<file path="src/rtl/fir_pkg.sv">
package fir_pkg;

  // Per-tap control carried alongside the operands through the pipeline.
  typedef struct packed {
    logic vld;    // a tap product is in flight in this stage
    logic first;  // first tap of a pass: load, do not add
    logic last;   // last tap of a pass: result complete after this add
  } tap_tag_t;

endpackage

</file>
<file path="src/rtl/fir_tap_mem.sv">
module fir_tap_mem #(
  parameter int DEPTH = 8,
  parameter int DW    = 16,
  parameter int AW    = $clog2(DEPTH),
  parameter logic [DEPTH*DW-1:0] INIT = '0
) (
  input  logic          clk,
  input  logic          rst,
  input  logic          we,
  input  logic [AW-1:0] waddr,
  input  logic [DW-1:0] wdata,
  input  logic [AW-1:0] raddr,
  output logic [DW-1:0] rdata
);

  logic [DW-1:0] mem [DEPTH];

  // Reset reloads every entry from INIT; one write and one registered read per cycle.
  always_ff @(posedge clk) begin
    if (rst) begin
      for (int i = 0; i < DEPTH; i++) begin
        mem[i] <= INIT[i*DW +: DW];
      end
    end else if (we) begin
      mem[waddr] <= wdata;
    end
  end

  always_ff @(posedge clk) begin
    if (rst) rdata <= '0;
    else     rdata <= mem[raddr];
  end

endmodule

</file>
<file path="src/rtl/fir_seq.sv">
module fir_seq
  import fir_pkg::*;
#(
  parameter int TAPS = 8,
  parameter int AW   = $clog2(TAPS),
  parameter int CW   = $clog2(TAPS + 1)
) (
  input  logic          clk,
  input  logic          rst,
  input  logic          in_valid,
  input  logic          coef_we,
  input  logic          fin,
  output logic          busy,
  output logic          samp_we,
  output logic [AW-1:0] samp_waddr,
  output logic [AW-1:0] samp_raddr,
  output logic [AW-1:0] coef_raddr,
  output logic          coef_wr_ok,
  output tap_tag_t      tag
);

  logic          busy_q;
  logic [CW-1:0] cnt_q;    // next tap index to issue
  logic [AW-1:0] dptr_q;   // next data address to read
  logic [AW-1:0] wr_q;     // slot holding the oldest sample
  logic          accept;

  function automatic logic [AW-1:0] nxt(input logic [AW-1:0] p);
    return (p == AW'(TAPS - 1)) ? '0 : p + 1'b1;
  endfunction

  assign busy       = busy_q;
  assign accept     = in_valid & ~busy_q;
  assign samp_we    = accept;
  assign samp_waddr = wr_q;
  assign coef_wr_ok = coef_we & ~busy_q & ~in_valid;

  // Tap 0 is issued in the strobe cycle itself: it reads the slot just past
  // the one being overwritten, which is the oldest surviving sample.
  always_comb begin
    tag        = '0;
    samp_raddr = dptr_q;
    coef_raddr = cnt_q[AW-1:0];
    if (accept) begin
      tag.vld    = 1'b1;
      tag.first  = 1'b1;
      samp_raddr = nxt(wr_q);
      coef_raddr = '0;
    end else if (busy_q && (cnt_q < CW'(TAPS))) begin
      tag.vld  = 1'b1;
      tag.last = (cnt_q == CW'(TAPS - 1));
    end
  end

  always_ff @(posedge clk) begin
    if (rst) begin
      busy_q <= 1'b0;
      cnt_q  <= '0;
      dptr_q <= '0;
      wr_q   <= '0;
    end else if (accept) begin
      busy_q <= 1'b1;
      cnt_q  <= CW'(1);
      dptr_q <= nxt(nxt(wr_q));
      wr_q   <= nxt(wr_q);
    end else begin
      if (tag.vld) begin
        cnt_q  <= cnt_q + 1'b1;
        dptr_q <= nxt(dptr_q);
      end
      if (fin) busy_q <= 1'b0;
    end
  end

endmodule

</file>
<file path="src/rtl/fir_mac_dp.sv">
module fir_mac_dp
  import fir_pkg::*;
#(
  parameter int DW       = 16,
  parameter int ACCW     = 40,
  parameter int PAD_BITS = 2
) (
  input  logic          clk,
  input  logic          rst,
  input  tap_tag_t      tag,
  input  logic [DW-1:0] coef_rd,
  input  logic [DW-1:0] samp_rd,
  output logic          fin,
  output logic          out_valid,
  output logic [DW-1:0] out_data
);

  localparam int PW = 2 * DW;
  localparam logic signed [ACCW-1:0] MAXV =
    {{(ACCW - PW + 1){1'b0}}, {(PW - 1){1'b1}}};
  localparam logic signed [ACCW-1:0] MINV =
    {{(ACCW - PW + 1){1'b1}}, {(PW - 1){1'b0}}};

  tap_tag_t               tag1_q, tag2_q;
  logic signed [PW-1:0]   prod_q;
  logic signed [ACCW-1:0] prod_ext;
  logic signed [ACCW-1:0] acc_q;
  logic signed [ACCW-1:0] sat;
  logic                   fin_q;

  // Tag 1 lines up with the memories' registered read data.
  always_ff @(posedge clk) begin
    if (rst) begin
      tag1_q <= '0;
      tag2_q <= '0;
      prod_q <= '0;
    end else begin
      tag1_q <= tag;
      tag2_q <= tag1_q;
      prod_q <= $signed(coef_rd) * $signed(samp_rd);
    end
  end

  // Sign-extend and drop the redundant sign bit (Q30 -> Q31).
  assign prod_ext = {{(ACCW - PW - 1){prod_q[PW-1]}}, prod_q, 1'b0};

  always_ff @(posedge clk) begin
    if (rst) begin
      acc_q <= '0;
      fin_q <= 1'b0;
    end else begin
      if (tag2_q.vld) acc_q <= tag2_q.first ? prod_ext : acc_q + prod_ext;
      fin_q <= tag2_q.vld & tag2_q.last;
    end
  end

  always_comb begin
    if (acc_q > MAXV)      sat = MAXV;
    else if (acc_q < MINV) sat = MINV;
    else                   sat = acc_q;
  end

  always_ff @(posedge clk) begin
    if (rst) begin
      out_valid <= 1'b0;
      out_data  <= '0;
    end else begin
      out_valid <= fin_q;
      if (fin_q) out_data <= {sat[PW-1 -: DW-PAD_BITS], {PAD_BITS{1'b0}}};
    end
  end

  assign fin = fin_q;

endmodule

</file>
<file path="src/rtl/fir_mac_engine.sv">
module fir_mac_engine
  import fir_pkg::*;
#(
  parameter int TAPS     = 8,
  parameter int DW       = 16,
  parameter int ACCW     = 40,
  parameter int PAD_BITS = 2,
  parameter logic [TAPS*DW-1:0] COEF_INIT = '0,
  localparam int AW = $clog2(TAPS)
) (
  input  logic          clk,
  input  logic          rst,
  input  logic          in_valid,
  input  logic [DW-1:0] in_data,
  input  logic          coef_we,
  input  logic [AW-1:0] coef_addr,
  input  logic [DW-1:0] coef_data,
  output logic          out_valid,
  output logic [DW-1:0] out_data
);

  localparam int CW = $clog2(TAPS + 1);

  logic          busy;
  logic          samp_we;
  logic [AW-1:0] samp_waddr, samp_raddr, coef_raddr;
  logic          coef_wr_ok;
  logic          fin;
  tap_tag_t      tag;
  logic [DW-1:0] coef_rd, samp_rd;

  fir_seq #(.TAPS(TAPS), .AW(AW), .CW(CW)) u_seq (
    .clk(clk), .rst(rst), .in_valid(in_valid), .coef_we(coef_we), .fin(fin),
    .busy(busy), .samp_we(samp_we), .samp_waddr(samp_waddr),
    .samp_raddr(samp_raddr), .coef_raddr(coef_raddr),
    .coef_wr_ok(coef_wr_ok), .tag(tag)
  );

  fir_tap_mem #(.DEPTH(TAPS), .DW(DW), .AW(AW), .INIT('0)) u_hist (
    .clk(clk), .rst(rst), .we(samp_we), .waddr(samp_waddr), .wdata(in_data),
    .raddr(samp_raddr), .rdata(samp_rd)
  );

  fir_tap_mem #(.DEPTH(TAPS), .DW(DW), .AW(AW), .INIT(COEF_INIT)) u_coef (
    .clk(clk), .rst(rst), .we(coef_wr_ok), .waddr(coef_addr), .wdata(coef_data),
    .raddr(coef_raddr), .rdata(coef_rd)
  );

  fir_mac_dp #(.DW(DW), .ACCW(ACCW), .PAD_BITS(PAD_BITS)) u_dp (
    .clk(clk), .rst(rst), .tag(tag), .coef_rd(coef_rd), .samp_rd(samp_rd),
    .fin(fin), .out_valid(out_valid), .out_data(out_data)
  );

endmodule

</file>
<file path="config.mk">
export PLATFORM = sky130hd
export DESIGN_NAME = fir_mac_engine
export DESIGN_NICKNAME = d
export VERILOG_FILES = /design/src/rtl/fir_pkg.sv /design/src/rtl/fir_tap_mem.sv /design/src/rtl/fir_seq.sv /design/src/rtl/fir_mac_dp.sv /design/src/rtl/fir_mac_engine.sv
export SDC_FILE = /design/constraint.sdc
export NUM_CORES = 1
export LEC_CHECK = 0
export ABC_CLOCK_PERIOD_IN_PS = 21600
export BUFFER_PORTS_ARGS = -buffer_cell sky130_fd_sc_hd__buf_4
export CELL_PAD_IN_SITES_DETAIL_PLACEMENT = 1
export CELL_PAD_IN_SITES_GLOBAL_PLACEMENT = 1
export CORE_MARGIN = 2
export CORE_UTILIZATION = 45
export CTS_CLUSTER_SIZE = 40
export DETAILED_ROUTE_END_ITERATION = 10
export GPL_TIMING_DRIVEN = 1
export PLACE_DENSITY_LB_ADDON = 0.1
export SLEW_MARGIN = 40
export SYNTH_ARGS = -nofsm -noshare
export SYNTH_HDL_FRONTEND = slang
export SYNTH_SLANG_ARGS = --single-unit
</file>
<file path="constraint.sdc">
create_clock -name clk -period 21.6 [get_ports clk]
set_clock_uncertainty 0.1 [all_clocks]
set_input_delay 1.08 -clock clk [delete_from_list [all_inputs] [get_ports clk]]
set_output_delay 1.08 -clock clk [all_outputs]
set_load 0.02 [all_outputs]
</file>
After elaboration in Yosys (flattened, before gate mapping)
Memory sizes are Yosys's and may differ from the RTL's. A register that Yosys moved wholly into a read port is not among the register bits.
Cells that the tools add are included.
W data, S select, Z words.
{ "op_classes": {"n_addsub": 5, "bitwise": 7, "n_reduce_logical": 7, "mul": 1, "n_eq_ne": 4, "muxes": 30, "magnitude_cmp": 3} }
{ "ops": {"columns": ["operator", "n"], "rows": [
  ["$mux W32", 2],
  ["$add A40 B33 Y40", 1],
  ["$gt A40 B32 Y1 const B", 1],
  ["$lt A40 B32 Y1 const B", 1],
  ["$mux W40", 1],
  ["$mul A16 B16 Y32", 1],
  ["$mux W16", 2],
  ["$reduce_or A16 Y1", 2],
  ["$mux W3", 9],
  ["$mux W1", 16],
  ["$add A3 B1 Y3 const B", 3],
  ["$eq A3 B3 Y1 const B", 3],
  ["$add A4 B1 Y4 const B", 1],
  ["$and A1 B1 Y1", 4],
  ["$eq A4 B3 Y1 const B", 1],
  ["$lt A4 B4 Y1 const B", 1],
  ["$reduce_bool A2 Y1", 2],
  ["$not A1 Y1", 3],
  ["$reduce_or A3 Y1", 1],
  ["$reduce_or A2 Y1", 1],
  ["$logic_and A1 B1 Y1", 1]
]} }
{ "word_totals": {"reg_bits": 105, "out_inout_bits": 17, "n_memories": 2, "ram_bits": 256, "inputBits": 39} }
{ "memory_table": {"columns": ["memory", "depth", "width", "read_ports", "rd_ports_with_merged_regs", "wr", "line", "rtl"], "rows": [
  ["u_coef.mem", 8, 16, 1, 1, 8, "fir_tap_mem.sv:16", "logic [DW-1:0] mem [DEPTH];"],
  ["u_hist.mem", 8, 16, 1, 1, 8, "fir_tap_mem.sv:16", null]
]} }

Depth between registers and ports, before layout
{ "depth": {"depth_word": 8, "mapped_depth": 25, "mapped_depth_nobuf": 24} }

Hierarchy
From an unflattened synthesis, not the netlist that was laid out.
{ "unflattened": {"hier_cells": 2559, "hier_area_um2": 28177.0} }
{ "modules_own_cells": {"columns": ["mod", "instances", "cells_each", "area_each_um2"], "rows": [
  ["fir_mac_dp", 1, 1738, 15109.5],
  ["fir_tap_mem at u_coef", 1, 377, 6208.5],
  ["fir_tap_mem at u_hist", 1, 377, 6178.4],
  ["fir_seq", 1, 67, 680.7]
]} }

Least setup slack after synthesis
OpenSTA, ideal clock, no wires.
{ "synth_path": {"path_type": "reg2reg", "startpoint": "register u_coef.rdata[10] (read register of u_coef.mem)", "endpoint": "register u_dp.prod_q[30]", "arrival_time_ns": 6.604, "n_path_buf": 1, "period_less_slack_ns": 6.827, "path_stages_with_launch": 23, "setup_ns": 0.123, "path_slack_ns": 14.773, "cell_sequence": "dfxtp_1 > clkbuf_1 > nand2_1 > fa_1 > fa_1 > fa_1 > inv_1 > fa_1 > fa_1 > inv_1 > fa_1 > inv_1 > ha_1 > a21o_1 > a21o_1 > a21oi_1 > o21ai_0 > o41a_1 > a221o_1 > a211o_1 > a21o_1 > a311oi_2 > mux2_1"} }
{ "synth_via": {"elab_chain_len": 1} }
{ "synth_rtl": {"columns": ["element", "line", "rtl"], "rows": [
  ["start: declaration", "fir_tap_mem.sv:13", "output logic [DW-1:0] rdata"],
  ["$mul A16 B16 Y32", "fir_mac_dp.sv:40", "prod_q <= $signed(coef_rd) * $signed(samp_rd);"],
  ["end signal: assignment", "fir_mac_dp.sv:40", null],
  ["end: declaration", "fir_mac_dp.sv:25", "logic signed [PW-1:0] prod_q;"]
]} }
Every way passes these cells.
A chain may end at the register's enable or synchronous reset.

Worst setup path after layout
{ "layout_path": {"startpoint": "register u_hist.rdata[3] (read register of u_hist.mem)", "endpoint": "register u_dp.prod_q[30]"} }
{ "layout_via": {"elab_chain_len": 1} }
{ "layout_rtl": {"columns": ["element", "line"], "rows": [
  ["start: declaration", "fir_tap_mem.sv:13"],
  ["$mul A16 B16 Y32", "fir_mac_dp.sv:40"]
]} }
Every way passes these cells.

==> reports/metrics.cfg <==
[global_route]
grt_pass1_wl_um=119000
grt_start_max_net_pins=88
overflow_left_after_global_routing=0
grt.total_usage=0.238
grt_pass1_vias=21300
antenna_found_initial=1

[yosys]
ys.warnings.count=0
synthesis.area_per_instance_um2=10.5
syn-instance-count=2682
syn-cell-area_um2=28000
post_synth_num_cell_types=67
asr_flop_ratio_synth=0
seq_area_frac_synth=0.371
ys.flop_type=sky130_fd_sc_hd__edfxtp_1
synth.ff_latch_count=392
synth-edff-count=256

[power]
swShare=0.335
power.sequential.fraction=0.384
clock_power_share=0.328
peakVddDrop_v=0.0000649
comb_power_share=0.288
p_leak_nw=13.6
p_int_mw=1.57
p_per_area_nw_per_um2=76.8
power.net_switching_mw=0.793

[cells_and_area]
post_route_cells_drive_above_1_share=0.0896
final_standard_cell_count_with_taps_included_and_fillers_excluded=3561
n_fill_cell=6755
area_delta_synth_final_pct=9.78
num-nets-final=3113

[clocking]
h_tree_level_count=2
clk-insertion-delay-late_ps=600
clkSinkCount=392
holdBufCountCts=0
ctsLongestPathBuffers=3
clockRootBuffer=sky130_fd_sc_hd__clkbuf_16
clk_transition_reported_paths_ps=60
cts_inserted_buffers=47
postCtsSetupRepairBufs=0
cts_repair_resize_count=0
tritoncts=done

[placed_design]
dp_slack_ps=14080
placedCellCount=3472
place_congestion=0.864
placement.io_buffers=53
dp_hpwl_um=53800

[worst_setup_path]
critical_path.startpoint_type=flop
crit_path_end_kind=flop
timing.critical_path.required_ps=21970
timing.setup.critical_path_class=reg2reg
crit_fanout=16
worst-r2r-cell-count=21
cp.arrival_ps=7880

[detailed_routing]
detailedRoute.firstIterationViolations=943
drtPass1Iterations=5
viasPerCell=5.37
routed-via-count=19100
final_routed_drc_violation_total=0
routed_wl_um=74100
drtAntennaViolNets=0
drt-wirelength-per-cell_um=20.8

[sta]
worst_hold_slack_ps=339
finalCritPeriodShare=0.348
finalHoldViolations=0
max_slew.worst_pin.slew_ps=773
final_max_slew_viol_count=0
period_minus_slack_ps=7510
setup_tns_ps=0
rsz0062_at_grt=false
fmax_mhz=133
setup_viol_count_final=0
timing.slew.headroom=0.480
final_critical_path_setup_slack_ps=14090

[hold_path]
timing.hold.worst_path_depth=1
min-delay-path-class=reg2reg

[run]
cap_viol_max_count=0

[floorplan]
die_area_um2=64300
io-pin-count=56
core_area_um2=61700
die_width_um=254
die_h_um=254
floorplan.initialDensity=0.454
placement_rows=91

[run_status]
status=finished clean

per-stage QoR:
stage	instance area [um^2]	power [mW]	util
after floorplan	28000	1.41	-
after global placement	29200	1.59	0.474
after detailed placement	29200	1.61	0.474
after CTS	30800	2.40	0.498
after global routing	30800	2.52	0.499
final	30800	2.37	0.499
path summary, 6_finish.rpt:
check | start | endpoint | slack [ps]
hold / removal | u_dp.tag1_q[0] | u_dp.tag2_q[0] | 340
setup reg to reg | u_hist.rdata[3] | u_dp.prod_q[30] | 14090
setup / recovery | u_hist.rdata[3] | u_dp.prod_q[30] | 14090
hold reg to reg | u_dp.tag1_q[0] | u_dp.tag2_q[0] | 340
worst max-delay path: stages (launching register included):
cell	delay [ps]
sky130_fd_sc_hd__dfxtp_1	730
sky130_fd_sc_hd__nand2_1	180
sky130_fd_sc_hd__fa_1	600
sky130_fd_sc_hd__fa_1	450
sky130_fd_sc_hd__fa_1	530
sky130_fd_sc_hd__inv_1	50
sky130_fd_sc_hd__fa_1	460
sky130_fd_sc_hd__fa_1	550
sky130_fd_sc_hd__inv_1	60
sky130_fd_sc_hd__fa_1	530
sky130_fd_sc_hd__inv_1	40
sky130_fd_sc_hd__ha_1	350
sky130_fd_sc_hd__a21o_1	200
sky130_fd_sc_hd__a21o_1	170
sky130_fd_sc_hd__a21oi_1	120
sky130_fd_sc_hd__o21ai_0	200
sky130_fd_sc_hd__o41a_1	480
sky130_fd_sc_hd__a221o_1	450
sky130_fd_sc_hd__a211o_1	290
sky130_fd_sc_hd__a21o_1	210
sky130_fd_sc_hd__a311oi_2	270
sky130_fd_sc_hd__mux2_1	350
power by group through the flow:
| stage | logic [mW] | registers (mW) | clock network (mW) |
|---|---|---|---|
| detailed placement | 0.688 | 0.924 | 0 |
| finish | 0.680 | 0.908 | 0.777 |
| floorplan | 0.522 | 0.884 | 0 |
| global placement | 0.665 | 0.920 | 0 |
| CTS | 0.692 | 0.908 | 0.796 |
| global route | 0.778 | 0.915 | 0.825 |
kinds of logic after synthesis:
family                   share of synthesized area
AO/OA/AOI/OAI                               0.0773
XOR/XNOR                                    0.0197
adder cells (fa/ha/maj)                      0.244
buffers and inverters                       0.0624
flip-flops                                   0.371
multiplexers                                0.0555
other                                     0.000134
AND/OR/NAND/NOR                              0.170
cell type report:
type / instances / area (um^2) / area share
clock inverter: 14 / 119 / 0.00386
sequential: 392 / 10400 / 0.338
tap: 837 / 1050 / 0.0340
antenna: 1 / 2.50 / 0.0000813
clock buffer: 73 / 1400 / 0.0454
inverter: 338 / 1270 / 0.0412
timing repair buffer: 79 / 613 / 0.0199
multi-input combinational: 1827 / 15900 / 0.517
metal layers:
layer  up-vias  wire length (um)  GRT usage
met5         -                 0          0
li1       8862                 -          -
met2       310             37400      0.420
met4         0              1860     0.0677
met1      9862             32400      0.309
met3       101              2480     0.0267
cell usage in the layout, fill, tap and decap left out, types with 19 or more instances in the layout:
cell | netlist | routed
sky130_fd_sc_hd__mux2i_1 | 44 | 44
sky130_fd_sc_hd__xnor2_1 | 45 | 45
sky130_fd_sc_hd__clkbuf_16 | 0 | 49
sky130_fd_sc_hd__dfxtp_1 | 136 | 132
sky130_fd_sc_hd__a21oi_1 | 129 | 127
sky130_fd_sc_hd__buf_4 | 2 | 76
sky130_fd_sc_hd__edfxtp_1 | 256 | 256
sky130_fd_sc_hd__nand2b_1 | 33 | 33
sky130_fd_sc_hd__and2_1 | 383 | 383
sky130_fd_sc_hd__ha_1 | 126 | 126
sky130_fd_sc_hd__o22ai_1 | 21 | 21
sky130_fd_sc_hd__nor2_1 | 132 | 132
sky130_fd_sc_hd__fa_1 | 263 | 263
sky130_fd_sc_hd__nor2b_1 | 19 | 19
sky130_fd_sc_hd__mux2_2 | 33 | 33
sky130_fd_sc_hd__inv_1 | 332 | 332
sky130_fd_sc_hd__o21ai_0 | 28 | 28
sky130_fd_sc_hd__nor3_1 | 31 | 31
sky130_fd_sc_hd__mux4_2 | 32 | 32
sky130_fd_sc_hd__a211oi_1 | 24 | 24
sky130_fd_sc_hd__nand2_1 | 236 | 235
sky130_fd_sc_hd__o21ai_1 | 40 | 39
sky130_fd_sc_hd__a21o_1 | 35 | 35
sequential cells by signal (all words and copies together), names as in the netlist:
signal            count
u_dp.tag1_q           3
u_seq.busy            1
u_dp.out_valid        1
u_seq.samp_waddr      3
u_seq.cnt_q           4
u_dp.prod_q          32
u_coef.mem          128
u_dp.out_data        14
u_hist.mem          128
u_dp.tag2_q           3
u_hist.rdata         16
u_seq.dptr_q          3
u_dp.fin              1
u_coef.rdata         16
u_dp.acc_q           39
cells in the mapped netlist, drive strengths merged (3+ instances only):
master     n  area [um^2]
and2     383         2400
a211oi    24          180
and3      11         68.8
a311oi    16          146
nand2    236          886
o21bai     6         45.0
inv      336         1260
a21oi    130          654
or2       17          106
o211ai     6         45.0
edfxtp   256         7690
mux4      32          721
nor3b      5         37.5
nand4      9         56.3
nand2b    33          206
or3        4         25.0
fa       263         5270
a31oi     11         68.8
mux2      35          394
clkbuf   110          413
nor4b      4         35.0
xnor2     45          394
buf       16         67.6
mux2i     44          440
o21a       7         52.6
o22ai     21          131
a41oi      6         52.6
nor3      31          155
nand3     10         50.1
o21ai     68          340
nor2b     19          119
ha       126         1580
nor2     132          495
o2111ai    3         26.3
dfxtp    136         2720
xor2      18          158
a21o      35          263
nor4       8         50.1
Power figures use the tool's default switching activity.
